--- src/rtl/mixer_pkg.sv ---
package mixer_pkg;

  localparam int WORD_W     = 16;
  localparam int SPAN_BYTES = 256;
  localparam int NUM_WORDS  = SPAN_BYTES / 2;
  localparam int IDX_W      = $clog2(NUM_WORDS);
  localparam int SRC_W      = 3;
  localparam int VRA_BIT    = 0;
  localparam int VRM_BIT    = 3;

  localparam logic [WORD_W-1:0] RATE_48K = 16'hBB80;
  localparam logic [WORD_W-1:0] SRC_KEEP = 16'h0707;

  typedef enum logic [1:0] {SZ_BYTE = 2'd0, SZ_HALF = 2'd1, SZ_WORD = 2'd2, SZ_RSVD = 2'd3} accSize_e;

  localparam logic [7:0] OFS_CODEC_RST  = 8'h00;
  localparam logic [7:0] OFS_MASTER_VOL = 8'h02;
  localparam logic [7:0] OFS_HEADPH     = 8'h04;
  localparam logic [7:0] OFS_AUX        = 8'h16;
  localparam logic [7:0] OFS_PCM_VOL    = 8'h18;
  localparam logic [7:0] OFS_REC_SRC    = 8'h1A;
  localparam logic [7:0] OFS_REC_GAIN   = 8'h1C;
  localparam logic [7:0] OFS_MIC_GAIN   = 8'h1E;
  localparam logic [7:0] OFS_GPIO       = 8'h20;
  localparam logic [7:0] OFS_SPATIAL    = 8'h22;
  localparam logic [7:0] OFS_PWR        = 8'h26;
  localparam logic [7:0] OFS_XID        = 8'h28;
  localparam logic [7:0] OFS_XCTL       = 8'h2A;
  localparam logic [7:0] OFS_RATE_FRONT = 8'h2C;
  localparam logic [7:0] OFS_RATE_SURR  = 8'h2E;
  localparam logic [7:0] OFS_RATE_LFE   = 8'h30;
  localparam logic [7:0] OFS_RATE_ADC   = 8'h32;
  localparam logic [7:0] OFS_RATE_MIC   = 8'h34;
  localparam logic [7:0] OFS_VND_A      = 8'h6C;
  localparam logic [7:0] OFS_VND_B      = 8'h6E;
  localparam logic [7:0] OFS_ID_HI      = 8'h7C;
  localparam logic [7:0] OFS_ID_LO      = 8'h7E;

  // Control-to-datapath strobes
  typedef struct packed {
    logic              wrEn;
    logic [IDX_W-1:0]  wrIdx;
    logic [WORD_W-1:0] wrVal;
    logic              forceAudioRates;
    logic              forceMicRate;
    logic              rdEn;
    logic              rdHit;
    logic [IDX_W-1:0]  rdIdx;
  } strobe_t;

  function automatic logic [IDX_W-1:0] idxOf(input logic [7:0] ofs);
    return ofs[IDX_W:1];
  endfunction

  function automatic logic [WORD_W-1:0] resetWord(input int unsigned idx);
    logic [7:0] ofs;
    ofs = 8'(idx * 2);
    case (ofs)
      OFS_PWR:        return 16'h000F;
      OFS_ID_HI:      return 16'h8384;
      OFS_ID_LO:      return 16'h7600;
      OFS_XID:        return 16'h0809;
      OFS_XCTL:       return 16'h0009;
      OFS_RATE_FRONT, OFS_RATE_SURR, OFS_RATE_LFE,
      OFS_RATE_ADC,   OFS_RATE_MIC:   return RATE_48K;
      OFS_MASTER_VOL: return 16'h8000;
      OFS_PCM_VOL,    OFS_REC_GAIN:   return 16'h8808;
      default:        return '0;
    endcase
  endfunction

  function automatic logic isFixedZero(input logic [7:0] ofs);
    return ((ofs >= OFS_HEADPH) && (ofs <= OFS_AUX)) ||
           (ofs == OFS_MIC_GAIN) || (ofs == OFS_GPIO) || (ofs == OFS_SPATIAL) ||
           (ofs == OFS_VND_A) || (ofs == OFS_VND_B);
  endfunction

  function automatic logic [7:0] scaleField(input logic [5:0] field, input logic [5:0] mask);
    int unsigned v;
    v = (255 * int'(field & mask)) / int'(mask);
    return v[7:0];
  endfunction

endpackage

--- src/rtl/mixer_ctrl.sv ---
module mixer_ctrl
  import mixer_pkg::*;
#(
  parameter int ADDR_W = 16
) (
  input  logic              accValid,
  input  logic              accWrite,
  input  logic [1:0]        accSize,
  input  logic [ADDR_W-1:0] accAddr,
  input  logic [WORD_W-1:0] wrData,
  input  logic              vraOn,
  input  logic              vrmOn,
  input  logic [3:0]        pdNibble,
  output strobe_t           stb
);

  logic       inWindow;
  logic [7:0] ofs;

  always_comb begin
    inWindow = (accAddr < ADDR_W'(SPAN_BYTES)) && !accAddr[0] &&
               (accSize_e'(accSize) == SZ_HALF);
    ofs      = accAddr[7:0];

    stb                 = '0;
    stb.wrIdx           = idxOf(ofs);
    stb.rdIdx           = idxOf(ofs);
    stb.wrVal           = wrData;
    stb.rdEn            = accValid && !accWrite;
    stb.rdHit           = accValid && !accWrite && inWindow;

    if (accValid && accWrite && inWindow) begin
      case (ofs)
        OFS_PWR: begin
          stb.wrEn  = 1'b1;
          stb.wrVal = {wrData[WORD_W-1:4], pdNibble};
        end
        OFS_REC_SRC: begin
          stb.wrEn  = 1'b1;
          stb.wrVal = wrData & SRC_KEEP;
        end
        OFS_XCTL: begin
          stb.wrEn            = 1'b1;
          stb.forceAudioRates = !wrData[VRA_BIT];
          stb.forceMicRate    = !wrData[VRM_BIT];
        end
        OFS_RATE_FRONT, OFS_RATE_ADC: stb.wrEn = vraOn;
        OFS_RATE_MIC:                 stb.wrEn = vrmOn;
        OFS_ID_HI, OFS_ID_LO, OFS_XID: stb.wrEn = 1'b0;
        default:                      stb.wrEn = !isFixedZero(ofs);
      endcase
    end
  end

endmodule

--- src/rtl/mixer_dp.sv ---
module mixer_dp
  import mixer_pkg::*;
(
  input  logic              clk,
  input  logic              rstN,
  input  strobe_t           stb,
  output logic [WORD_W-1:0] rdData,
  output logic              vraOn,
  output logic              vrmOn,
  output logic [3:0]        pdNibble,
  output logic [2:0]        volMute,
  output logic [7:0]        volLeft  [3],
  output logic [7:0]        volRight [3],
  output logic [SRC_W-1:0]  recSrcLeft,
  output logic [SRC_W-1:0]  recSrcRight,
  output logic [WORD_W-1:0] frontDacRate,
  output logic [WORD_W-1:0] surrDacRate,
  output logic [WORD_W-1:0] lfeDacRate,
  output logic [WORD_W-1:0] adcRate,
  output logic [WORD_W-1:0] micRate
);

  localparam logic [IDX_W-1:0] I_FRONT = idxOf(OFS_RATE_FRONT);
  localparam logic [IDX_W-1:0] I_SURR  = idxOf(OFS_RATE_SURR);
  localparam logic [IDX_W-1:0] I_LFE   = idxOf(OFS_RATE_LFE);
  localparam logic [IDX_W-1:0] I_ADC   = idxOf(OFS_RATE_ADC);
  localparam logic [IDX_W-1:0] I_MIC   = idxOf(OFS_RATE_MIC);
  localparam logic [IDX_W-1:0] I_XCTL  = idxOf(OFS_XCTL);
  localparam logic [IDX_W-1:0] I_PWR   = idxOf(OFS_PWR);
  localparam logic [IDX_W-1:0] I_SRC   = idxOf(OFS_REC_SRC);

  localparam logic [IDX_W-1:0] VOL_IDX  [3] = '{idxOf(OFS_MASTER_VOL), idxOf(OFS_PCM_VOL), idxOf(OFS_REC_GAIN)};
  localparam logic [5:0]       VOL_MASK [3] = '{6'h3F, 6'h1F, 6'h0F};

  logic [WORD_W-1:0] regs [NUM_WORDS];

  always_ff @(posedge clk or negedge rstN) begin
    if (!rstN) begin
      for (int i = 0; i < NUM_WORDS; i++) regs[i] <= resetWord(i);
      rdData <= '0;
    end else begin
      if (stb.wrEn) regs[stb.wrIdx] <= stb.wrVal;
      if (stb.forceAudioRates) begin
        regs[I_FRONT] <= RATE_48K;
        regs[I_ADC]   <= RATE_48K;
      end
      if (stb.forceMicRate) regs[I_MIC] <= RATE_48K;
      if (stb.rdEn) rdData <= stb.rdHit ? regs[stb.rdIdx] : '1;
    end
  end

  assign vraOn    = regs[I_XCTL][VRA_BIT];
  assign vrmOn    = regs[I_XCTL][VRM_BIT];
  assign pdNibble = regs[I_PWR][3:0];

  for (genvar c = 0; c < 3; c++) begin : g_vol
    logic [WORD_W-1:0] word;
    assign word        = regs[VOL_IDX[c]];
    assign volMute[c]  = word[15];
    assign volLeft[c]  = scaleField(word[13:8], VOL_MASK[c]);
    assign volRight[c] = scaleField(word[5:0], VOL_MASK[c]);
  end

  assign recSrcRight  = regs[I_SRC][SRC_W-1:0];
  assign recSrcLeft   = regs[I_SRC][8 +: SRC_W];
  assign frontDacRate = regs[I_FRONT];
  assign surrDacRate  = regs[I_SURR];
  assign lfeDacRate   = regs[I_LFE];
  assign adcRate      = regs[I_ADC];
  assign micRate      = regs[I_MIC];

endmodule

--- src/rtl/mixer_regfile.sv ---
module mixer_regfile
  import mixer_pkg::*;
#(
  parameter int ADDR_W = 16
) (
  input  logic              clk,
  input  logic              rstN,
  input  logic              accValid,
  input  logic              accWrite,
  input  logic [1:0]        accSize,
  input  logic [ADDR_W-1:0] accAddr,
  input  logic [15:0]       wrData,
  output logic [15:0]       rdData,
  output logic              masterMute,
  output logic [7:0]        masterLeft,
  output logic [7:0]        masterRight,
  output logic              pcmMute,
  output logic [7:0]        pcmLeft,
  output logic [7:0]        pcmRight,
  output logic              recMute,
  output logic [7:0]        recLeft,
  output logic [7:0]        recRight,
  output logic [2:0]        recSrcLeft,
  output logic [2:0]        recSrcRight,
  output logic [15:0]       frontDacRate,
  output logic [15:0]       surrDacRate,
  output logic [15:0]       lfeDacRate,
  output logic [15:0]       adcRate,
  output logic [15:0]       micRate
);

  strobe_t    stb;
  logic       vraOn;
  logic       vrmOn;
  logic [3:0] pdNibble;
  logic [2:0] volMute;
  logic [7:0] volLeft  [3];
  logic [7:0] volRight [3];

  mixer_ctrl #(.ADDR_W(ADDR_W)) u_ctrl (
    .accValid (accValid),
    .accWrite (accWrite),
    .accSize  (accSize),
    .accAddr  (accAddr),
    .wrData   (wrData),
    .vraOn    (vraOn),
    .vrmOn    (vrmOn),
    .pdNibble (pdNibble),
    .stb      (stb)
  );

  mixer_dp u_dp (
    .clk          (clk),
    .rstN         (rstN),
    .stb          (stb),
    .rdData       (rdData),
    .vraOn        (vraOn),
    .vrmOn        (vrmOn),
    .pdNibble     (pdNibble),
    .volMute      (volMute),
    .volLeft      (volLeft),
    .volRight     (volRight),
    .recSrcLeft   (recSrcLeft),
    .recSrcRight  (recSrcRight),
    .frontDacRate (frontDacRate),
    .surrDacRate  (surrDacRate),
    .lfeDacRate   (lfeDacRate),
    .adcRate      (adcRate),
    .micRate      (micRate)
  );

  assign masterMute  = volMute[0];
  assign masterLeft  = volLeft[0];
  assign masterRight = volRight[0];
  assign pcmMute     = volMute[1];
  assign pcmLeft     = volLeft[1];
  assign pcmRight    = volRight[1];
  assign recMute     = volMute[2];
  assign recLeft     = volLeft[2];
  assign recRight    = volRight[2];

endmodule

--- config.mk ---
export PLATFORM = sky130hd
export DESIGN_NAME = mixer_regfile
export DESIGN_NICKNAME = d
export VERILOG_FILES = /design/src/rtl/mixer_pkg.sv /design/src/rtl/mixer_ctrl.sv /design/src/rtl/mixer_dp.sv /design/src/rtl/mixer_regfile.sv
export SDC_FILE = /design/constraint.sdc
export NUM_CORES = 2
export LEC_CHECK = 0
export BUFFER_PORTS_ARGS = -buffer_cell sky130_fd_sc_hd__buf_2
export CORE_MARGIN = 2
export CORE_UTILIZATION = 26
export CTS_BUF_LIST = sky130_fd_sc_hd__clkbuf_8
export DETAILED_ROUTE_END_ITERATION = 8
export GPL_ROUTABILITY_DRIVEN = 0
export HOLD_SLACK_MARGIN = 0.08
export PLACE_DENSITY = 0.44
export SLEW_MARGIN = 10
export SYNTH_ARGS = -nofsm -noshare
export SYNTH_HDL_FRONTEND = slang
export SYNTH_SLANG_ARGS = --single-unit
--- constraint.sdc ---
create_clock -name clk -period 20 [get_ports clk]
set_clock_uncertainty 0.15 [all_clocks]
set_input_delay 1 -clock clk [delete_from_list [all_inputs] [get_ports clk]]
set_output_delay 1 -clock clk [all_outputs]
set_load 0.05 [all_outputs]
==> results.txt <==
----------------------------------------------------
[Status]
  Result of the run ... finished clean

[Synth]
  Prevailing post-synth register cell ... dfrtp_1
  Number of nets in the synthesized netlist ... roughly 10000
  Ranking of synthesized cells by instance count ... dfrtp_1 (2003), nand2_1 (1746), o21ai_0 (1631)
  Dominant cells by area after synthesis ... dfrtp_1 (51%), o21ai_0 (8.4%), nand2_1 (6.7%), a22oi_1 (5.2%), clkbuf_1 (4.0%)
  Number of instances in the synthesized netlist ... between 9000 and 10000
  Number of storage elements in the synthesis netlist ... between 2000 and 2500
  Post-synthesis cell type count ... ~130
  Post-synthesis average cell area ... between 9 and 10 um2
  Number of synthesized flops with an enable pin ... 0
  Dominant cell type by area after synthesis ... dfrtp_1
  Share of async-settable or async-resettable flops after synthesis ... 100%
  Netlist area before placement ... between 90000 and 100000 um2
  Sequential share of the synthesized area ... 53.0%
  Cell with the most instances after synthesis ... dfrtp_1
  Number of warnings reported in the yosys synthesis log ... 0
  Post-synth top area share ... between 50% and 60%

[Clock network]
  Setup repair bufs after CTS ... 0
  Later-pin clock latency in the skew report ... between 1 and 1.5 ns
  Number of sinks driven by the clock tree ... 2064
  Clock tree root buffer cell ... clkbuf_8
  H-tree depth reported by CTS ... 5
  Clock transition at the registers of the reported paths ... approximately 0.06 ns
  Bufs on Longest Clock Path ... 4
  Cells resized by post-CTS repair ... 0
  Number of buffers added to fix hold violations after cts ... 1
  TritonCTS clock tree ... built
  Inserted Clock Buffers ... about 370

[Floorplan]
  Die area ... ~380000 um2
  Initial core utilization ... around a quarter
  Die width ... around 620 um
  Placeable Area ... ~370000 um2
  Vertical die dimension ... roughly 620 um
  Cell Rows ... ~220
  Ports ... ~190

[Placed design]
  Placed standard-cell area ... a little over 100000 um2
  Total instance count after detailed placement ... ~14000
  Dpl ws ... about 8.6 ns
  Total of buffers placed on input and output ports ... 190
  Dpl hpwl ... around 230 mm

[Global route]
  Initial antenna violation count ... 15
  Maximum number of pins on one net before global-route repair ... 161
  Global route overflow ... 0
  Wire length of the first global-routing pass ... between 500 and 600 mm
  Vias in the first global route ... approximately 77000
  Global-route usage over all layers ... a little under a fifth

[Final layout]
  Non-filler cells, final ... 14848
  Final design area excluding fillers ... ~110000 um2
  Fraction of final layout cells sized beyond drive strength 1 ... between 10% and 20%
  Count of nets after finishing ... 9837
  Area growth, synth to finish ... 12.1%

[Setup path]
  Highest cell delay on the worst timing path ... about 0.7 ns
  Required time worst endpoint ... around 19 ns
  Kind of start point of the critical path ... flop
  Arrival time at the worst endpoint ... ~11 ns
  Critical path endpoint category ... primary output
  Worst R2R Path Depth ... 8
  Family with the most delay on the worst path ... compound AO/OA/AOI/OAI gates
  Critical Setup Path Class ... flop to primary output
  Critical Path Slowest Stage Cell ... fa_1
  Peak fanout along the critical path ... 11
  Worst R2R End ... u_dp.rdData[0]
  Worst r2r src ... u_dp.g_vol[0].word[0]
  Worst-case register-to-register setup slack ... roughly 16 ns
  Number of buffers and inverters on the critical path ... 3
  Startpoint of the worst setup timing path ... u_dp.g_vol[0].word[3]

[Route]
  Post-detailed-route count of antenna-violating nets ... 0
  WL per Instance ... about 25 um
  Detailed-router iteration count before antenna repair ... 6
  DR iter-0 viols ... between 6000 and 7000
  Number of design rule violations left after detail routing ... 0
  Via density per instance ... about 5.2
  Overall routed net length ... 367 mm
  Number of vias after detailed routing ... approximately 77000

[STA]
  Max Clock Freq ... between 70 and 80 MHz
  Final setup margin ... approximately 7.4 ns
  Worst hold slack ... about 0.20 ns
  Clock period minus worst slack ... approximately 13 ns
  Setup-violating endpoint count in the final report ... 0
  Post-Route Setup TNS ... 0 ns
  Worst relative slew slack ... approximately 12%
  Actual slew at the worst max-slew pin ... about 1.3 ns
  Setup repair after global routing missed its margin ... no
  Crit share post-route ... 63.0%
  Final max-slew violation count ... 0
  Number of hold violations in the final report ... 0

[Hold path]
  Worst hold stages ... 3
  Min-Delay Startpoint ... wrData[1]
  Worst hold path type ... primary input to flop
  Worst Hold Endpoint ... u_dp.micRate[1]

[Flow run]
  Number of maximum-capacitance violations ... 0

[Pwr]
  Power per cell area ... about 77 nW/um2
  Leakage power ... around 48 nW
  Worst voltage drop across the vdd grid ... around 0.047 mV

----------------------------------------------------
[layout by cell type (no fill, tap or decap), drive strengths merged, types with 58 or more instances in the layout]
cell type  Yosys  layout
dfrtp       2003    2003
nand2       1746    1746
o21ai       1651    1651
a22oi        677     677
clkbuf      1030     455
buf          173     431
inv          161     306
mux2         226     226
a221oi       195     195
nor2         187     187
a22o         185     185
a31oi        160     160
a21oi        160     160
ha           142     142
nand4        125     125
nand3        104     104
xnor2         68      68
dfstp         61      61
nor3          61      61
fa            60      60
o211ai        60      60
and2          58      58
[logic make-up (layout without fill, tap and decap cells)]
| family | count (synthesis) | after routing | share of synthesized area (%) |
|---|---|---|---|
| AND/OR/NAND/NOR | 2555 | 2555 | 11.5 |
| flip-flops | 2064 | 2064 | 53.0 |
| AO/OA/AOI/OAI | 3446 | 3446 | 22.8 |
| multiplexers | 261 | 261 | 2.99 |
| other | 0 | 9 | 0 |
| buffers and inverters | 1365 | 1233 | 5.62 |
| XOR/XNOR | 102 | 102 | 0.946 |
| adder cells (fa/ha/maj) | 206 | 206 | 3.09 |
[sequential cells by signal, summed over array words and instances (netlist names)]
name and flops:
u_dp.vraOn 1, u_dp.vrmOn 1, u_dp.g_vol.word 48, u_dp.rdData 16, u_dp.frontDacRate 16, u_dp.lfeDacRate 16, u_dp.surrDacRate 16, u_dp.pdNibble 4
u_dp.recSrcLeft 3, u_dp.adcRate 16, u_dp.micRate 16, u_dp.regs 1908, u_dp.recSrcRight 3
[final cells by class]
| class | count | area [um2] |
|---|---|---|
| clock buffer | 455 | 6260 |
| sequential | 2064 | 51700 |
| fill | 38973 | 263000 |
| timing repair buffer | 432 | 2970 |
| inverter | 162 | 611 |
| clock inverter | 184 | 1020 |
| antenna | 9 | 22.5 |
| tap | 4972 | 6220 |
| multi-input combinational | 6570 | 40500 |
[power by group]
part | internal [W] | switching (W)
Clock | 0.00214 | 0.00183
Combinational | 0.0000288 | 0.000302
Sequential | 0.00418 | 0.000000158
Total | 0.00634 | 0.00213
[how the worst max path moves through the flow]
| stage | to | slack, ns | depth (start not counted) |
|---|---|---|---|
| final | masterRight[0] | 7.41 | 34 |
| after global routing | masterLeft[0] | 6.66 | 36 |
| after CTS | masterRight[0] | 7.47 | 33 |
| after detailed placement | masterRight[0] | 8.57 | 33 |
| after global placement | masterRight[0] | 9.04 | 35 |
| after floorplan | masterLeft[0] | 9.22 | 36 |
[metrics by stage]
| stage | power [W] | utilization [%] |
|---|---|---|
| CTS | 0.00858 | 29.3 |
| finish | 0.00847 | 29.3 |
| floorplan | 0.00435 | - |
| global placement | 0.00458 | 27.4 |
| global route | 0.00879 | 29.3 |
| detailed placement | 0.00459 | 27.4 |
[worst reg2reg max path, cell delays in order, from the launching register on]
cell and delay, ns:
dfrtp_1 0.47, a22oi_1 0.49, nand4_1 0.21, o21ai_0 0.83, o21ai_0 0.61, nor2_1 0.25, a211oi_1 0.07, a31oi_1 0.60
a31oi_1 0.19
[layer usage]
layer	part of all wire, %	track usage [%]	up-vias	wire, um
li1	-	-	34758	-
met1	46	26.0	39024	168000
met2	45	30.1	2246	167000
met3	5.2	2.85	581	19100
met4	3.6	6.65	2	13100
met5	0.0035	0	-	13
Power figures use the tool's default switching activity.
